==> config.mk <==
export PLATFORM = sky130hd
export DESIGN_NAME = own_snoop_ctrl
export DESIGN_NICKNAME = d
export VERILOG_FILES = /design/src/rtl/own_snoop_pkg.sv /design/src/rtl/own_snoop_dp.sv /design/src/rtl/own_snoop_ctl.sv /design/src/rtl/own_snoop_ctrl.sv
export SDC_FILE = /design/constraint.sdc
export NUM_CORES = 1
export LEC_CHECK = 0
export ABC_CLOCK_PERIOD_IN_PS = 9600
export BUFFER_PORTS_ARGS = -buffer_cell sky130_fd_sc_hd__buf_2
export CAP_MARGIN = 20
export CORE_ASPECT_RATIO = 1.5
export CORE_MARGIN = 2
export CORE_UTILIZATION = 45
export DETAILED_ROUTE_END_ITERATION = 8
export SETUP_SLACK_MARGIN = 0.1
export SLEW_MARGIN = 0
export SYNTH_ARGS = -nofsm -noshare
export SYNTH_HDL_FRONTEND = slang
export SYNTH_SLANG_ARGS = --single-unit
export TNS_END_PERCENT = 1
==> constraint.sdc <==
create_clock -name clk -period 9.6 [get_ports clk]
set_clock_uncertainty 0.15 [all_clocks]
set_input_delay 1.44 -clock clk [delete_from_list [all_inputs] [get_ports clk]]
set_output_delay 1.44 -clock clk [all_outputs]
set_load 0.01 [all_outputs]
==> src/rtl/own_snoop_pkg.sv <==
package own_snoop_pkg;

  typedef enum logic [1:0] {
    LN_INV = 2'd0,
    LN_SHR = 2'd1,
    LN_SHD = 2'd2,
    LN_DRT = 2'd3
  } lineSt_t;

  typedef enum logic [2:0] {
    BC_NONE = 3'd0,
    BC_RD   = 3'd1,
    BC_RDX  = 3'd2,
    BC_INV  = 3'd3,
    BC_WB   = 3'd4
  } busCmd_t;

  // strobes from control to datapath
  typedef struct packed {
    logic    capture;    // latch processor address
    logic    cpuWr;      // write state of request line
    lineSt_t cpuSt;
    logic    addrVictim; // drive victim address on bus
    logic    snpWr;      // write state of snooped line
    lineSt_t snpSt;
  } dpCtl_t;

endpackage

==> src/rtl/own_snoop_dp.sv <==
module own_snoop_dp
  import own_snoop_pkg::*;
#(
  parameter int LADDR_W = 12,
  parameter int IDX_W   = 4
) (
  input  logic               clk,
  input  logic               rst_n,
  input  dpCtl_t             ctl,
  input  logic [LADDR_W-1:0] cpuAddr,
  input  logic [LADDR_W-1:0] snpAddr,
  output lineSt_t            reqState,
  output logic               victimOwned,
  output lineSt_t            snpState,
  output logic [LADDR_W-1:0] busAddr
);
  localparam int TAG_W = LADDR_W - IDX_W;
  localparam int LINES = 1 << IDX_W;

  logic [LADDR_W-1:0] reqAddrQ;
  logic [IDX_W-1:0]   reqIdx, snpIdx;
  logic [TAG_W-1:0]   reqTag, snpTag;

  lineSt_t          stateVec [LINES];
  logic [TAG_W-1:0] tagVec   [LINES];

  assign reqIdx = reqAddrQ[IDX_W-1:0];
  assign reqTag = reqAddrQ[LADDR_W-1:IDX_W];
  assign snpIdx = snpAddr[IDX_W-1:0];
  assign snpTag = snpAddr[LADDR_W-1:IDX_W];

  always_ff @(posedge clk) begin
    if (!rst_n)           reqAddrQ <= '0;
    else if (ctl.capture) reqAddrQ <= cpuAddr;
  end

  for (genvar g = 0; g < LINES; g++) begin : gLine
    lineSt_t          stQ;
    logic [TAG_W-1:0] tagQ;
    logic             cpuSel, snpSel;

    assign cpuSel = ctl.cpuWr && (reqIdx == IDX_W'(g));
    assign snpSel = ctl.snpWr && (snpIdx == IDX_W'(g));

    always_ff @(posedge clk) begin
      if (!rst_n)      stQ <= LN_INV;
      else if (cpuSel) stQ <= ctl.cpuSt;
      else if (snpSel) stQ <= ctl.snpSt;
    end

    always_ff @(posedge clk) begin
      if (cpuSel && ctl.cpuSt != LN_INV) tagQ <= reqTag;
    end

    assign stateVec[g] = stQ;
    assign tagVec[g]   = tagQ;
  end

  lineSt_t          reqRaw, snpRaw;
  logic [TAG_W-1:0] reqTagRd, snpTagRd;

  always_comb begin
    reqRaw   = stateVec[reqIdx];
    reqTagRd = tagVec[reqIdx];
    snpRaw   = stateVec[snpIdx];
    snpTagRd = tagVec[snpIdx];

    reqState    = (reqRaw != LN_INV && reqTagRd == reqTag) ? reqRaw : LN_INV;
    snpState    = (snpRaw != LN_INV && snpTagRd == snpTag) ? snpRaw : LN_INV;
    victimOwned = (reqRaw == LN_SHD || reqRaw == LN_DRT) && (reqTagRd != reqTag);
    busAddr     = ctl.addrVictim ? {reqTagRd, reqIdx} : reqAddrQ;
  end

endmodule

==> src/rtl/own_snoop_ctl.sv <==
module own_snoop_ctl
  import own_snoop_pkg::*;
(
  input  logic    clk,
  input  logic    rst_n,
  input  logic    cpuValid,
  input  logic    cpuWrite,
  output logic    cpuReady,
  output logic    cpuDone,
  output logic    busReq,
  output busCmd_t busCmd,
  input  logic    busGnt,
  input  logic    snpValid,
  input  busCmd_t snpCmd,
  output logic    snpInhibit,
  input  lineSt_t reqState,
  input  logic    victimOwned,
  input  lineSt_t snpState,
  output dpCtl_t  ctl
);
  typedef enum logic {CS_IDLE, CS_BUSY} ctlSt_t;

  ctlSt_t stQ;
  logic   writeQ, doneQ, inhibitQ;
  logic   finish, inhibitD;

  always_comb begin
    ctl      = '0;
    busReq   = 1'b0;
    busCmd   = BC_NONE;
    finish   = 1'b0;
    inhibitD = 1'b0;
    cpuReady = (stQ == CS_IDLE);
    ctl.capture = cpuValid && cpuReady;

    // processor side, re-evaluated every cycle against live state
    if (stQ == CS_BUSY) begin
      if (reqState != LN_INV) begin
        if (!writeQ || reqState == LN_DRT) begin
          finish = 1'b1;
        end else begin
          busReq = 1'b1;
          busCmd = BC_INV;
          if (busGnt) begin
            ctl.cpuWr = 1'b1;
            ctl.cpuSt = LN_DRT;
            finish    = 1'b1;
          end
        end
      end else if (victimOwned) begin
        busReq         = 1'b1;
        busCmd         = BC_WB;
        ctl.addrVictim = 1'b1;
        if (busGnt) begin
          ctl.cpuWr = 1'b1;
          ctl.cpuSt = LN_INV;
        end
      end else begin
        busReq = 1'b1;
        busCmd = writeQ ? BC_RDX : BC_RD;
        if (busGnt) begin
          ctl.cpuWr = 1'b1;
          ctl.cpuSt = writeQ ? LN_DRT : LN_SHR;
          finish    = 1'b1;
        end
      end
    end

    // snoop side
    if (snpValid) begin
      unique case (snpCmd)
        BC_RD: begin
          if (snpState == LN_DRT) begin
            ctl.snpWr = 1'b1;
            ctl.snpSt = LN_SHD;
            inhibitD  = 1'b1;
          end else if (snpState == LN_SHD) begin
            inhibitD = 1'b1;
          end
        end
        BC_RDX: begin
          if (snpState != LN_INV) begin
            ctl.snpWr = 1'b1;
            ctl.snpSt = LN_INV;
            inhibitD  = (snpState == LN_SHD) || (snpState == LN_DRT);
          end
        end
        BC_INV: begin
          if (snpState != LN_INV) begin
            ctl.snpWr = 1'b1;
            ctl.snpSt = LN_INV;
          end
        end
        default: ;
      endcase
    end
  end

  always_ff @(posedge clk) begin
    if (!rst_n) begin
      stQ      <= CS_IDLE;
      writeQ   <= 1'b0;
      doneQ    <= 1'b0;
      inhibitQ <= 1'b0;
    end else begin
      doneQ    <= finish;
      inhibitQ <= inhibitD;
      if (ctl.capture) begin
        stQ    <= CS_BUSY;
        writeQ <= cpuWrite;
      end else if (finish) begin
        stQ <= CS_IDLE;
      end
    end
  end

  assign cpuDone    = doneQ;
  assign snpInhibit = inhibitQ;

endmodule

==> src/rtl/own_snoop_ctrl.sv <==
module own_snoop_ctrl
  import own_snoop_pkg::*;
#(
  parameter int LADDR_W = 12,
  parameter int IDX_W   = 4
) (
  input  logic               clk,
  input  logic               rst_n,
  input  logic               cpuValid,
  input  logic               cpuWrite,
  input  logic [LADDR_W-1:0] cpuAddr,
  output logic               cpuReady,
  output logic               cpuDone,
  output logic               busReq,
  output logic [2:0]         busCmd,
  output logic [LADDR_W-1:0] busAddr,
  input  logic               busGnt,
  input  logic               snpValid,
  input  logic [2:0]         snpCmd,
  input  logic [LADDR_W-1:0] snpAddr,
  output logic               snpInhibit
);
  dpCtl_t  ctl;
  lineSt_t reqState, snpState;
  logic    victimOwned;
  busCmd_t busCmdInt;

  own_snoop_ctl u_ctl (
    .clk        (clk),
    .rst_n      (rst_n),
    .cpuValid   (cpuValid),
    .cpuWrite   (cpuWrite),
    .cpuReady   (cpuReady),
    .cpuDone    (cpuDone),
    .busReq     (busReq),
    .busCmd     (busCmdInt),
    .busGnt     (busGnt),
    .snpValid   (snpValid),
    .snpCmd     (busCmd_t'(snpCmd)),
    .snpInhibit (snpInhibit),
    .reqState   (reqState),
    .victimOwned(victimOwned),
    .snpState   (snpState),
    .ctl        (ctl)
  );

  own_snoop_dp #(.LADDR_W(LADDR_W), .IDX_W(IDX_W)) u_dp (
    .clk        (clk),
    .rst_n      (rst_n),
    .ctl        (ctl),
    .cpuAddr    (cpuAddr),
    .snpAddr    (snpAddr),
    .reqState   (reqState),
    .victimOwned(victimOwned),
    .snpState   (snpState),
    .busAddr    (busAddr)
  );

  assign busCmd = busCmdInt;

endmodule

# Word-level counts from Yosys, hierarchy flattened
# Index checks and enable logic that the tools add are counted.
# Widths: inputs -> output; s select.
[totals]
out_inout_bits = 19
word_cells = 245
register_bits = 176
input_bits = 33
[op_classes]
eq_ne = 41
n_mux = 80
magnitude_cmp = 2
bitwise = 3
n_reduce_logical = 82
[op_table]
columns = ["cell", "count"]
rows = [
  ["$mux 2", 41],
  ["$bmux 8 s4", 2],
  ["$eq 4x4->1 const B", 16],
  ["$logic_and 1x1->1", 52],
  ["$reduce_bool 2->1", 22],
  ["$mux 3", 12],
  ["$eq 4x3->1 const B", 8],
  ["$mux 8", 4],
  ["$bmux 2 s4", 2],
  ["$eq 4x2->1 const B", 4],
  ["$eq 8x8->1", 2],
  ["$mux 1", 15],
  ["$mux 12", 1],
  ["$eq 2x2->1 const B", 5],
  ["$ge 5x5->1 const B", 2],
  ["$not 4->5", 2],
  ["$eq 4x1->1 const B", 2],
  ["$logic_not 4->1", 2],
  ["$ne 8x8->1", 1],
  ["$eq 3x2->1 const B", 2],
  ["$pmux 3 s2", 1],
  ["$mux 4", 1],
  ["$eq 3x1->1 const B", 1],
  ["$logic_or 1x1->1", 3],
  ["other kinds (5)", 5],
]

# Depth between registers and ports, before layout
# Gate-level depths: netlist (run 1).
[depth]
ltp_word = 14
ltp_mapped = 14
mapped_depth_nobuf = 8

# Hierarchy
# Synthesis (run 1) repeated with hierarchy kept, for this count alone.
[unflattened]
hier_cells = 719
area_unflattened_um2 = 9481.6
[modules_own_cells]
columns = ["mod", "cells_per_inst", "area_per_inst_um2", "instances", "seq_area_each_um2"]
rows = [
  ["own_snoop_dp", 676, 9156.3, 1, 4724.5],
  ["own_snoop_ctl", 43, 325.3, 1, 80.1],
]

# Worst setup path before layout (run 1)
# No wires, ideal clock.
[synth_timing]
kind = "register to output"
startpoint = "reg u_dp.reqAddrQ[1]"
endpoint = "out busCmd[1]"
path_buffers = 3
setup_slack_ns = 5.181
arrival_ns = 2.829
t_required_ns = 8.010
path_stages_with_launch = 12
path_cell_list = "dfxtp_1 buf_4 buf_6 mux4_2 mux2_2 xnor2_1 o31ai_2 nand4_2 nor4_4 buf_4 nor2_1 and2_1"
[synth_via]
elab_chain_cells = 12
word_cells_on_any_way = 23
cone_classes = "5 x eq/ne; 11 x mux; 1 x bitwise; 6 x reduce/logical"
[synth_lines]
columns = ["item", "line_no", "rtl"]
rows = [
  ["start, declared", "own_snoop_dp.sv:20", "logic [LADDR_W-1:0] reqAddrQ;"],
  ["start signal, assigned", "own_snoop_dp.sv:34", "else if (ctl.capture) reqAddrQ <= cpuAddr;"],
  ["$not 4->5 (not written as such) (*)", "own_snoop_dp.sv:63, own_snoop_dp.sv:64", ""],
  ["$bmux 8 s4 / $bmux 2 s4 (equally long branches)", "own_snoop_dp.sv:64, own_snoop_dp.sv:63", ""],
  ["$mux 8 (not written as such) / $mux 2 (equally long branches) (2 in a row)", "own_snoop_dp.sv:64, own_snoop_dp.sv:63", ""],
  ["$eq 8x8->1 / $reduce_bool 2->1 (equally long branches)", "own_snoop_dp.sv:68", "reqState = (reqRaw != LN_INV && reqTagRd == reqTag) ? reqRaw : LN_INV;"],
  ["$logic_and 1x1->1", "own_snoop_dp.sv:68", ""],
  ["$mux 2", "own_snoop_dp.sv:68", ""],
  ["$eq 2x2->1", "own_snoop_ctl.sv:39", "if (!writeQ || reqState == LN_DRT) begin"],
  ["$logic_or 1x1->1", "own_snoop_ctl.sv:39", ""],
  ["$mux 2", "own_snoop_ctl.sv:39", ""],
  ["$mux 3 (*)", "own_snoop_ctl.sv:38", "if (reqState != LN_INV) begin"],
  ["$mux 3 (*)", "own_snoop_ctl.sv:37", "if (stQ == CS_BUSY) begin"],
  ["end, declared", "own_snoop_ctrl.sv:15", "output logic [2:0] busCmd,"],
]
# Mark *: on every way between the ends. The rest lies on a longest branch, timed or not. The select of a mux whose other input is x is not followed.

# Final worst setup path (run 1)
[layout_timing]
startpoint = "reg u_dp.reqAddrQ[1]"
endpoint = "out busAddr[8]"
[layout_via]
elab_chain_cells = 11
word_cells_on_any_way = 21
cone_classes = "4 x eq/ne; 11 x mux; 1 x bitwise; 5 x reduce/logical"
[layout_lines]
columns = ["item", "line_no", "rtl"]
rows = [
  ["$not 4->5 (not written as such) (*)", "own_snoop_dp.sv:63, own_snoop_dp.sv:64", ""],
  ["$bmux 8 s4 / $bmux 2 s4 (equally long branches)", "own_snoop_dp.sv:64, own_snoop_dp.sv:63", ""],
  ["$mux 8 (not written as such) / $mux 2 (equally long branches) (2 in a row)", "own_snoop_dp.sv:64, own_snoop_dp.sv:63", ""],
  ["$eq 8x8->1 (tied with other cells)", "own_snoop_dp.sv:68", ""],
  ["$logic_and 1x1->1 / $logic_or 1x1->1 (equally long branches)", "own_snoop_dp.sv:68, own_snoop_dp.sv:70", ""],
  ["$mux 2 / $logic_and 1x1->1 (equally long branches)", "own_snoop_dp.sv:68, own_snoop_dp.sv:70", ""],
  ["$reduce_bool 2->1 / $mux 1 (equally long branches)", "own_snoop_ctl.sv:38, own_snoop_ctl.sv:50", ""],
  ["$mux 1", "own_snoop_ctl.sv:38", ""],
  ["$mux 4", "own_snoop_ctl.sv:37", ""],
  ["$mux 12 (*)", "own_snoop_dp.sv:71", "busAddr = ctl.addrVictim ? {reqTagRd, reqIdx} : reqAddrQ;"],
  ["end, declared", "own_snoop_ctrl.sv:16", "output logic [LADDR_W-1:0] busAddr,"],
]
# Marked as above.

==> impl_results.md, run 1 <==
* Largest family of logic cells by synthesized area: multiplexers
* Internal at about 1300 µW
* Die area at about 23000 µm²
* Hold-fix buffers at CTS at 0
* Commonest non-fill, non-tap cell in the layout: edfxtp_1
* Core area at roughly 22000 µm²
* WS Path Type: reg2out
* Minimum clock period at a little under 6000 ps
* Post-CTS Setup Bufs at 0
* Ys async rst share at 0%
* Post-Synth XOR/XNOR Area at 1.78%
* R2R cell count at 11
* Fraction of layout cells with a size suffix above 1 at around 28%
* Final #Nets at approximately 850
* Diodes inserted at 0
* Reg-to-reg slack, setup at approximately 4800 ps
* Count of pins over their slew limit at 0
* Total CTS buffers at 17
* Power Density at 159 nW/µm²
* Dpl hpwl at 21.1 mm
* Post-Layout Cell Count at roughly 1100
* Remaining Overflow, GRT at 0
* Clock power frac at about two fifths
* Largest net degree at the start of global routing at 57
* Dpl cell area at ~10000 µm²
* Fillers at about 1900
* Final Setup Violations at 0
* Adder-Cell Fraction of Synth Area at 0%
* Setup crit end kind: output port
* RSZ-0062 raised after global routing: no
* Vias in the first global route at just over 7000
* Part of the power in registers at approximately half
* Maximum vdd drop at 0.123 mV
* Least-Margin Pin Slew at 1070 ps
* Simple-gate share of the synthesized area at about 11%
* M3 GR Usage at under 10%
* Worst skew pair latency at between 400 and 500 ps
* Synthesized area per cell at 12.7 µm²
* Crit share post-route at around three fifths
* DR WL/cell at between 20 and 30 µm
* Final Hold Vio Count at 0
* Input/output buffers at 51
* First-pass DRT Iterations at 5
* Setup crit start kind: register
* Rows at between 60 and 70
* Hold path cells at 2
* Area growth, synth to finish at 10.8%
* Max FO, Critical Path at about 50
* GPL Wtd Cong at roughly 0.94
* Placed Cells at between 1000 and 1500
* Run status: finished, final reports clean
* Synth unique cells at 70
* WHS at approximately 350 ps
* Gate Count Post-Synth at a little under 800
* DRC at 0
* Post-synthesis compound-gate area fraction at between 10% and 20%
* CTS tree: done
* Height of the chip at around 190 µm
* Synth Cell Area at ~9900 µm²
* Required @ worst endpoint at approximately 8000 ps
* F_max at roughly 170 MHz
* First-pass GRT wire length at between 40 and 50 mm
* Initial Utilization at between 40 and 50%
* Register area share after synthesis at roughly half
* Sequential Area at 4810 µm²
* Number of flops mapped to enable cells by yosys at approximately 130
* Finished Cell Area at 10900 µm²
* Clk root buf: clkbuf_16
* GR Util met1 at 32.3%
* I/O pin total at 52
* Min-Delay Endpoint: u_dp.gLine[6].stQ[0]$_SDFFE_PN0P_
* H-tree depth at 4
* Total GRT Usage at 26.5%
* Slew Limit Headroom at slightly below 30%
* Switching component of the power at 448 µW
* GR peak layer: met2
* CTS Buffer Depth at 2
* Most frequent cells in the layout: edfxtp_1, nand2_1, mux2i_1, mux4_2, buf_2
* Clock slew at reported path FFs at 70 ps
* HP Class: reg2reg
* FF-to-FF Start: u_dp.reqAddrQ[1]$_SDFFE_PN0P_
* Synth warnings at 0
* Sw Ratio at approximately a quarter
* Initial antenna violation count at 0
* GR Layer Usage met2 at around 44%
* Post-cts repair resize count at 0
* Standby leakage power at 0.00387 µW
* Final ANT Viol Nets at 0
* Hold Path Origin: u_dp.gLine[6].stQ[0]$_SDFFE_PN0P_
* Via Count at around 7200
* Max Cap Viol at 0
* Comb pwr share at 11.7%
* Vias per cell at 6.55
* Fin Setup TNS at 0 ps
* Proportion of synthesized area in mux cells at a little under a quarter
* Syn_nets at just over 800
* Flops & latches, synth at approximately 180
* Clock Sinks at approximately 180
* Chip width at 125 µm
* 1st-iter DRT viols at between 700 and 800
* Worst EP arrival at ~4300 ps
* Routed WL at ~30 mm
* Multi-input logic area at between 4000 and 5000 µm²
* Critical R2R Capture: u_dp.gLine[3].tagQ[2]$_DFFE_PP_
* Synth Flop Type: edfxtp_1
## per-stage QoR
step | utilization [%] | total power [µW] | setup WS (ps)
2_1_floorplan | - | 995 | 5180
3_3_place_gp | 47.5 | 1060 | 4200
3_5_place_dp | 47.7 | 1060 | 4170
4_1_cts | 50.4 | 1750 | 3650
5_1_grt | 50.4 | 1790 | 3470
6_report | 50.4 | 1740 | 3670
## cells by family after synthesis
kind of cell,Yosys count
mux,151
buf+inv,71
simple gates,207
xor+xnor,20
compound gates,152
flops,176
## power by group through the flow
stage	sequential (µW)	combinational [µW]	clock, µW
after CTS	839	204	705
after global routing	840	219	735
after floorplan	848	147	0
after global placement	855	201	0
final	839	204	695
after detailed placement	856	203	0
## synthesized netlist by cell type, drive strengths merged, types with 2 or more instances
library cell    n  area share, %
nor2b          11           0.70
a21boi         13           0.99
or4b            4           0.41
o221a           2           0.23
nor2           30            1.1
o31ai           3           0.28
a22o            6           0.53
dfxtp          48            9.8
clkbuf         20           0.76
edfxtp        128             39
nand2          68            2.6
a211oi          3           0.23
and3            2           0.13
and4            3           0.27
or3            20            1.3
and2            2           0.13
nor3           10           0.51
mux2i          59            6.0
or4             2           0.15
o211ai         17            1.7
o22ai          12           0.76
o211a           4           0.41
inv             8           0.30
or2             6           0.38
mux4           57             13
nand2b         10           0.63
o21a            2           0.15
nor4            6           0.53
xor2           11           0.98
buf            43            2.8
nand4           6           0.44
a31oi          19            1.2
o41ai          14            1.2
nor4b           3           0.27
mux2           35            4.0
a21oi          10           0.51
nand3b          2           0.15
xnor2           9           0.80
o21ai          29            1.5
a22oi           7           0.53
nand3          15           0.76
and4b           2           0.20
## flip-flops by register name, summed over array words and instances, names as in the netlist
signal / count
u_ctl.snpInhibit: 1
u_dp.gLine.stQ: 32
u_ctl.cpuDone: 1
u_ctl.stQ: 1
u_dp.gLine.tagQ: 128
u_ctl.writeQ: 1
u_dp.reqAddrQ: 12
## worst max-delay path by stage
stage,startpoint,to,slack [ps],depth (start not counted)
floorplan,u_dp.reqAddrQ[1]$_SDFFE_PN0P_,busCmd[1],5180,11
global placement,u_dp.reqAddrQ[1]$_SDFFE_PN0P_,busAddr[8],4200,11
global route,u_dp.reqAddrQ[1]$_SDFFE_PN0P_,busAddr[8],3470,11
finish,u_dp.reqAddrQ[1]$_SDFFE_PN0P_,busAddr[8],3670,11
CTS,u_dp.reqAddrQ[1]$_SDFFE_PN0P_,busAddr[8],3650,11
detailed placement,u_dp.reqAddrQ[1]$_SDFFE_PN0P_,busAddr[8],4170,11
## critical path: stages, from the launching register on
cell and delay [ps]:
dfxtp_2 320, buf_4 640, mux4_2 610, mux2i_1 460
xor2_1 120, and4_1 240, a41o_1 230, a21oi_1 140
buf_4 270, nand2_2 270, mux2_2 390, buf_2 150
## routing by layer
metal / share of wire (%) / wire length, µm / vias up
met5: 0 / 0 / -
met4: 6.2 / 1850 / 0
met3: 6.2 / 1880 / 85
met2: 49 / 14700 / 321
met1: 39 / 11600 / 3639
li1: - / - / 3149
## final cells by class
type | instances | share of cell area [%]
Clock buffer | 17 | 3.90
Sequential cell | 176 | 44.1
Timing Repair Buffer | 81 | 4.48
Inverter | 8 | 0.275
Tap cell | 272 | 3.12
Multi-Input combinational cell | 530 | 42.7
Clock inverter | 14 | 1.42
No activity file was read; power rests on OpenSTA's default activity.
==> run 2, diff against run 1 <==
- ABC_CLOCK_PERIOD_IN_PS: 9600 -> 5200
- clock period: 9.6 -> 5.2 ns (I/O delays scaled with it)
==> impl_results.md, run 2 (synthesis results as in run 1) <==
* Max Cap Viol at 0
* Count of pins over their slew limit at 0
* Min-Delay Endpoint: u_ctl.writeQ$_SDFFE_PN0P_
* Fillers at roughly 1900
* Slowest-stage cell, CP: dfxtp_4
* Minimum clock period at a little under 5000 ps
* Initial Utilization at 45.5%
* Vias in the first global route at approximately 7300
* Largest net degree at the start of global routing at 50
* Maximum vdd drop at approximately 0.22 mV
* Initial antenna violation count at 0
* Core area at 21600 µm²
* Setup crit start kind: register
* Setup crit end kind: output port
* Dpl ws at about 340 ps
* Clock slew at reported path FFs at 70 ps
* Largest registers: u_dp.gLine.tagQ (128), u_dp.gLine.stQ (32), u_dp.reqAddrQ (12)
* I/O pin total at 52
* Final #Nets at around 850
* RSZ-0062 raised after global routing: no
* CTS Buffer Depth at 2
* Slew Limit Headroom at between 20 and 30%
* F_max at roughly 210 MHz
* Final Setup Violations at 0
* CTS tree: done
* Standby leakage power at ~0.0039 µW
* Critical Path, Cell by Cell: buf_4 > mux4_2 > mux2i_1 > xnor2_1 > and4_1 > a41o_1 > a21oi_1 > nand2_2 > mux2_2 > buf_2
* First-pass DRT Iterations at 6
* DR WL/cell at about 29 µm
* Final ANT Viol Nets at 0
* WS Path Type: reg2out
* Hold path cells at 2
* Height of the chip at ~190 µm
* Reg-to-reg slack, setup at about 560 ps
* Required @ worst endpoint at around 4300 ps
* CP max stage delay at 590 ps
* Input/output buffers at 51
* HP Class: reg2reg
* Fin Setup TNS at 0 ps
* Diodes inserted at 0
* FF-to-FF Start: u_dp.reqAddrQ[1]$_SDFFE_PN0P_
* First-pass GRT wire length at about 47 mm
* Critical R2R Capture: u_dp.gLine[14].tagQ[5]$_DFFE_PP_
* Power Density at slightly above 300 nW/µm²
* Die area at around 23000 µm²
* Largest register FFs at between 100 and 150
* Crit share post-route at between 90% and 100%
* DRC at 0
* Vias per cell at around 6.6
* Routed WL at roughly 32 mm
* GPL Wtd Cong at between 1 and 1.5
* Total GRT Usage at approximately 28%
* Least-Margin Pin Slew at around 1100 ps
* Commonest non-fill, non-tap cell in the layout: edfxtp_1
* Final Hold Vio Count at 0
* Total CTS buffers at 17
* 1st-iter DRT viols at around 880
* R2R cell count at 10
* Area growth, synth to finish at 11.6%
* Clock Sinks at approximately 180
* Clk root buf: clkbuf_16
* Chip width at roughly 120 µm
* Run status: finished, final reports clean
* Fraction of layout cells with a size suffix above 1 at ~28%
* Rows at 66
* Max FO, Critical Path at 25
* Final setup margin at between 300 and 400 ps
* Post-CTS Setup Bufs at 0
* Worst EP arrival at between 3000 and 4000 ps
* H-tree depth at 4
* Most frequent cells in the layout: edfxtp_1, nand2_1, mux2i_1, mux4_2, buf_2
* Hold Path Origin: u_ctl.writeQ$_SDFFE_PN0P_
* Top reg by flops: u_dp.gLine.tagQ
* Worst skew pair latency at between 400 and 500 ps
* Remaining Overflow, GRT at 0
* Via Count at 7226
* Dpl hpwl at 23.5 mm
run 2: cell count changes in the layout (fill, tap and decap cells not counted), sizes merged:
cell      delta
buf          +3
clkbuf       +1
clkinv       -2
clkinvlp     -1
bufinv       +2
run 2: how the worst max path moves through the flow:
stage                                             start                          endpoint  slack (ps)  cells after the start
after floorplan           u_dp.reqAddrQ[1]$_SDFFE_PN0P_                         busCmd[1]        1440                     11
after global placement    u_dp.reqAddrQ[1]$_SDFFE_PN0P_  u_dp.gLine[11].tagQ[0]$_DFFE_PP_         380                     10
after detailed placement  u_dp.reqAddrQ[1]$_SDFFE_PN0P_  u_dp.gLine[11].tagQ[5]$_DFFE_PP_         340                     10
after CTS                 u_dp.reqAddrQ[1]$_SDFFE_PN0P_                        busAddr[6]         160                     10
after global routing      u_dp.reqAddrQ[1]$_SDFFE_PN0P_                       busAddr[10]         170                     10
final                     u_dp.reqAddrQ[1]$_SDFFE_PN0P_                        busAddr[8]         360                     10
run 2: cell type report:
cell class | instances | area (µm²) | area share, %
Sequential cell | 176 | 4810 | 43.7
Multi-Input combinational cell | 530 | 4670 | 42.4
Timing Repair Buffer | 83 | 512 | 4.65
Clock buffer | 19 | 443 | 4.03
Tap cell | 272 | 340 | 3.09
Clock inverter | 13 | 198 | 1.80
Inverter | 8 | 30.0 | 0.273
run 2: worst max-delay path: cells and delay by family (launching register included):
kind                      cells  cell delay (ps)
buffers and inverters         2              500
AOI/OAI and AO/OA             2              440
DFF                           1              590
xor gates and xnor gates      1              100
and+or+nand+nor               2              490
muxes                         3             1320
run 2: stage by stage:
step           total power, µW  util, %  std cells  hold WS [ps]  instance area (µm²)
2_1_floorplan             1840        -        777           306                 9850
3_3_place_gp              1960     47.8       1068           333                10300
3_5_place_dp              1970     47.9       1069           346                10400
4_1_cts                   3350     50.8       1101           353                11000
5_1_grt                   3440     50.8       1101           375                11000
6_report                  3350     50.8       1101           354                11000
run 2: timing repair:
action	4_1_cts	5_1_grt
gates resized for setup	0	1
hold buffers	0	0
setup endpoints to repair	0	9
run 2: layer usage:
metal  global-route usage, %  vias up  part of all wire (%)
met5                       0        -                     0
met4                    19.8        0                   8.0
met3                    4.39      103                   5.1
met2                    50.4      377                    52
met1                    30.1     3597                    35
li1                        -     3149                     -
run 2: report_power, final:
| group | internal, µW | switching, µW |
|---|---|---|
| Combinational | 156 | 226 |
| Sequential | 1520 | 42.2 |
| Clock | 828 | 577 |
==> run 3, diff against run 2 <==
- REMOVE_ABC_BUFFERS: default -> 1
==> impl_results.md, run 3 (synthesis results as in run 1) <==
* Via Count at approximately 7400
* 1st-iter DRT viols at 743
* Dpl hpwl at 22.1 mm
* Slew Limit Headroom at approximately two fifths
* Remaining Overflow, GRT at 0
* Routed WL at 31.7 mm
* Critical Path End: busAddr[8]
* Sequential Area at 4810 µm²
* Max Cap Viol at 0
* Core area at ~22000 µm²
* Final Setup Violations at 0
* GPL Wtd Cong at 0.937
* Final setup margin at between 300 and 400 ps
* Crit share post-route at 92.6%
* Rows at 66
* Worst EP arrival at about 3900 ps
* Largest registers: u_dp.gLine.tagQ (128), u_dp.gLine.stQ (32), u_dp.reqAddrQ (12)
* Clk root buf: clkbuf_16
* First-pass DRT Iterations at 6
* WHS at 357 ps
* Chip width at ~120 µm
* Most frequent cells in the layout: edfxtp_1, nand2_1, mux2i_1, mux4_2, buf_2
* Total CTS buffers at 17
* Initial Utilization at between 40% and 50%
* Diodes inserted at 0
* Minimum clock period at just under 5000 ps
* CTS Buffer Depth at 2
* DR WL/cell at approximately 28 µm
* Multi-input logic area at 4670 µm²
* Final Hold Vio Count at 0
* Least-Margin Pin Slew at between 900 and 1000 ps
* FF-to-FF Start: u_dp.reqAddrQ[1]$_SDFFE_PN0P_
* I/O pin total at 52
* Standby leakage power at about 0.004 µW
* Final #Nets at between 800 and 900
* Largest net degree at the start of global routing at 50
* Fin Setup TNS at 0 ps
* Height of the chip at ~190 µm
* Setup crit end kind: output port
* Input/output buffers at a little over 50
* Hold-fix buffers at CTS at 0
* H-tree depth at 4
* Clock slew at reported path FFs at 70 ps
* F_max at 208 MHz
* Top reg by flops: u_dp.gLine.tagQ
* Commonest non-fill, non-tap cell in the layout: edfxtp_1
* RSZ-0062 raised after global routing: no
* Reg-to-reg slack, setup at 910 ps
* Max FO, Critical Path at 16
* Critical R2R Capture: u_dp.gLine[14].tagQ[1]$_DFFE_PP_
* Fin util at about half
* Fraction of layout cells with a size suffix above 1 at 29.6%
* Initial antenna violation count at 0
* Vias per cell at 6.58
* Setup crit start: u_dp.reqAddrQ[1]$_SDFFE_PN0P_
* Maximum vdd drop at around 0.25 mV
* Largest register FFs at between 100 and 150
* Count of pins over their slew limit at 0
* First-pass GRT wire length at ~47 mm
* Dpl ws at ~340 ps
* WS Path Type: reg2out
* Power Density at 293 nW/µm²
* Total GRT Usage at between 20 and 30%
* R2R cell count at 11
* DRC at 0
* Fillers at between 1500 and 2000
* CTS tree: done
* Power consumption at 3250 µW
* Vias in the first global route at between 7000 and 8000
* HP Class: reg2reg
* Area growth, synth to finish at 12.6%
* Die area at between 20000 and 25000 µm²
* Run status: finished, final reports clean
* Worst skew pair latency at around 450 ps
* Clock Sinks at roughly 180
* Final ANT Viol Nets at 0
* Setup crit start kind: register
* Required @ worst endpoint at 4270 ps
run 3: cell count changes in the layout (fill, tap and decap cells not counted), moves of 2 or more:
cell,change
clkinv_8,+2
clkinv_2,+2
bufinv_16,-3
inv_8,+4
inv_6,-2
buf_4,+15
run 3: repair_timing:
| item | in CTS | in global routing |
|---|---|---|
| setup endpoints to repair | 0 | 6 |
| buffers inserted | 0 | 0 |
| resized for setup | 0 | 1 |
run 3: worst min path at each step:
stage | startpoint | end | slack [ps] | depth (start not counted)
floorplan | u_ctl.writeQ$_SDFFE_PN0P_ | u_ctl.writeQ$_SDFFE_PN0P_ | 310 | 2
CTS | u_dp.gLine[7].stQ[0]$_SDFFE_PN0P_ | u_dp.gLine[7].stQ[0]$_SDFFE_PN0P_ | 360 | 2
finish | u_dp.gLine[7].stQ[0]$_SDFFE_PN0P_ | u_dp.gLine[7].stQ[0]$_SDFFE_PN0P_ | 360 | 2
global route | u_dp.gLine[7].stQ[0]$_SDFFE_PN0P_ | u_dp.gLine[7].stQ[0]$_SDFFE_PN0P_ | 370 | 2
detailed placement | u_dp.gLine[7].stQ[0]$_SDFFE_PN0P_ | u_dp.gLine[7].stQ[0]$_SDFFE_PN0P_ | 350 | 2
global placement | u_dp.gLine[13].stQ[0]$_SDFFE_PN0P_ | u_dp.gLine[13].stQ[0]$_SDFFE_PN0P_ | 340 | 2
run 3: area by class of cell:
type / instances / share of cell area (%)
repair buffers: 99 / 5.87
well taps: 272 / 3.07
multi-input cells: 530 / 42.1
clock inverters: 15 / 1.53
flip-flops and latches: 176 / 43.3
inverters: 8 / 0.271
clock buffers: 17 / 3.83
run 3: power by group:
part / switching [µW] / internal, µW / leakage [µW]
clock: 618 / 685 / 0.000289
sequential: 39.5 / 1520 / 0.00162
combinational: 229 / 159 / 0.00208
total: 887 / 2360 / 0.00398
run 3: stage by stage:
stage	instances	cell area, µm²
5_1_grt	1117	11100
4_1_cts	1115	11100
6_report	1117	11100
3_3_place_gp	1083	10500
3_5_place_dp	1083	10500
2_1_floorplan	714	9500
run 3: layer usage:
| metal | global-route usage (%) | vias up | share of wire (%) | routed length (µm) |
|---|---|---|---|---|
| li1 | - | 3191 | - | - |
| met1 | 33.3 | 3669 | 37 | 11700 |
| met2 | 48.1 | 421 | 51 | 16100 |
| met3 | 4.82 | 71 | 7.5 | 2390 |
| met4 | 14.6 | 0 | 4.7 | 1490 |
| met5 | 0 | - | 0 | 0 |
run 3: critical path, cell delays in order (launching register included):
cell,delay (ps)
dfxtp_4,560
buf_4,300
buf_4,250
nor2b_1,90
a22o_1,210
or4b_2,630
o221a_2,160
and4_1,200
a21oi_1,220
nand2_2,280
mux2_2,370
buf_2,140
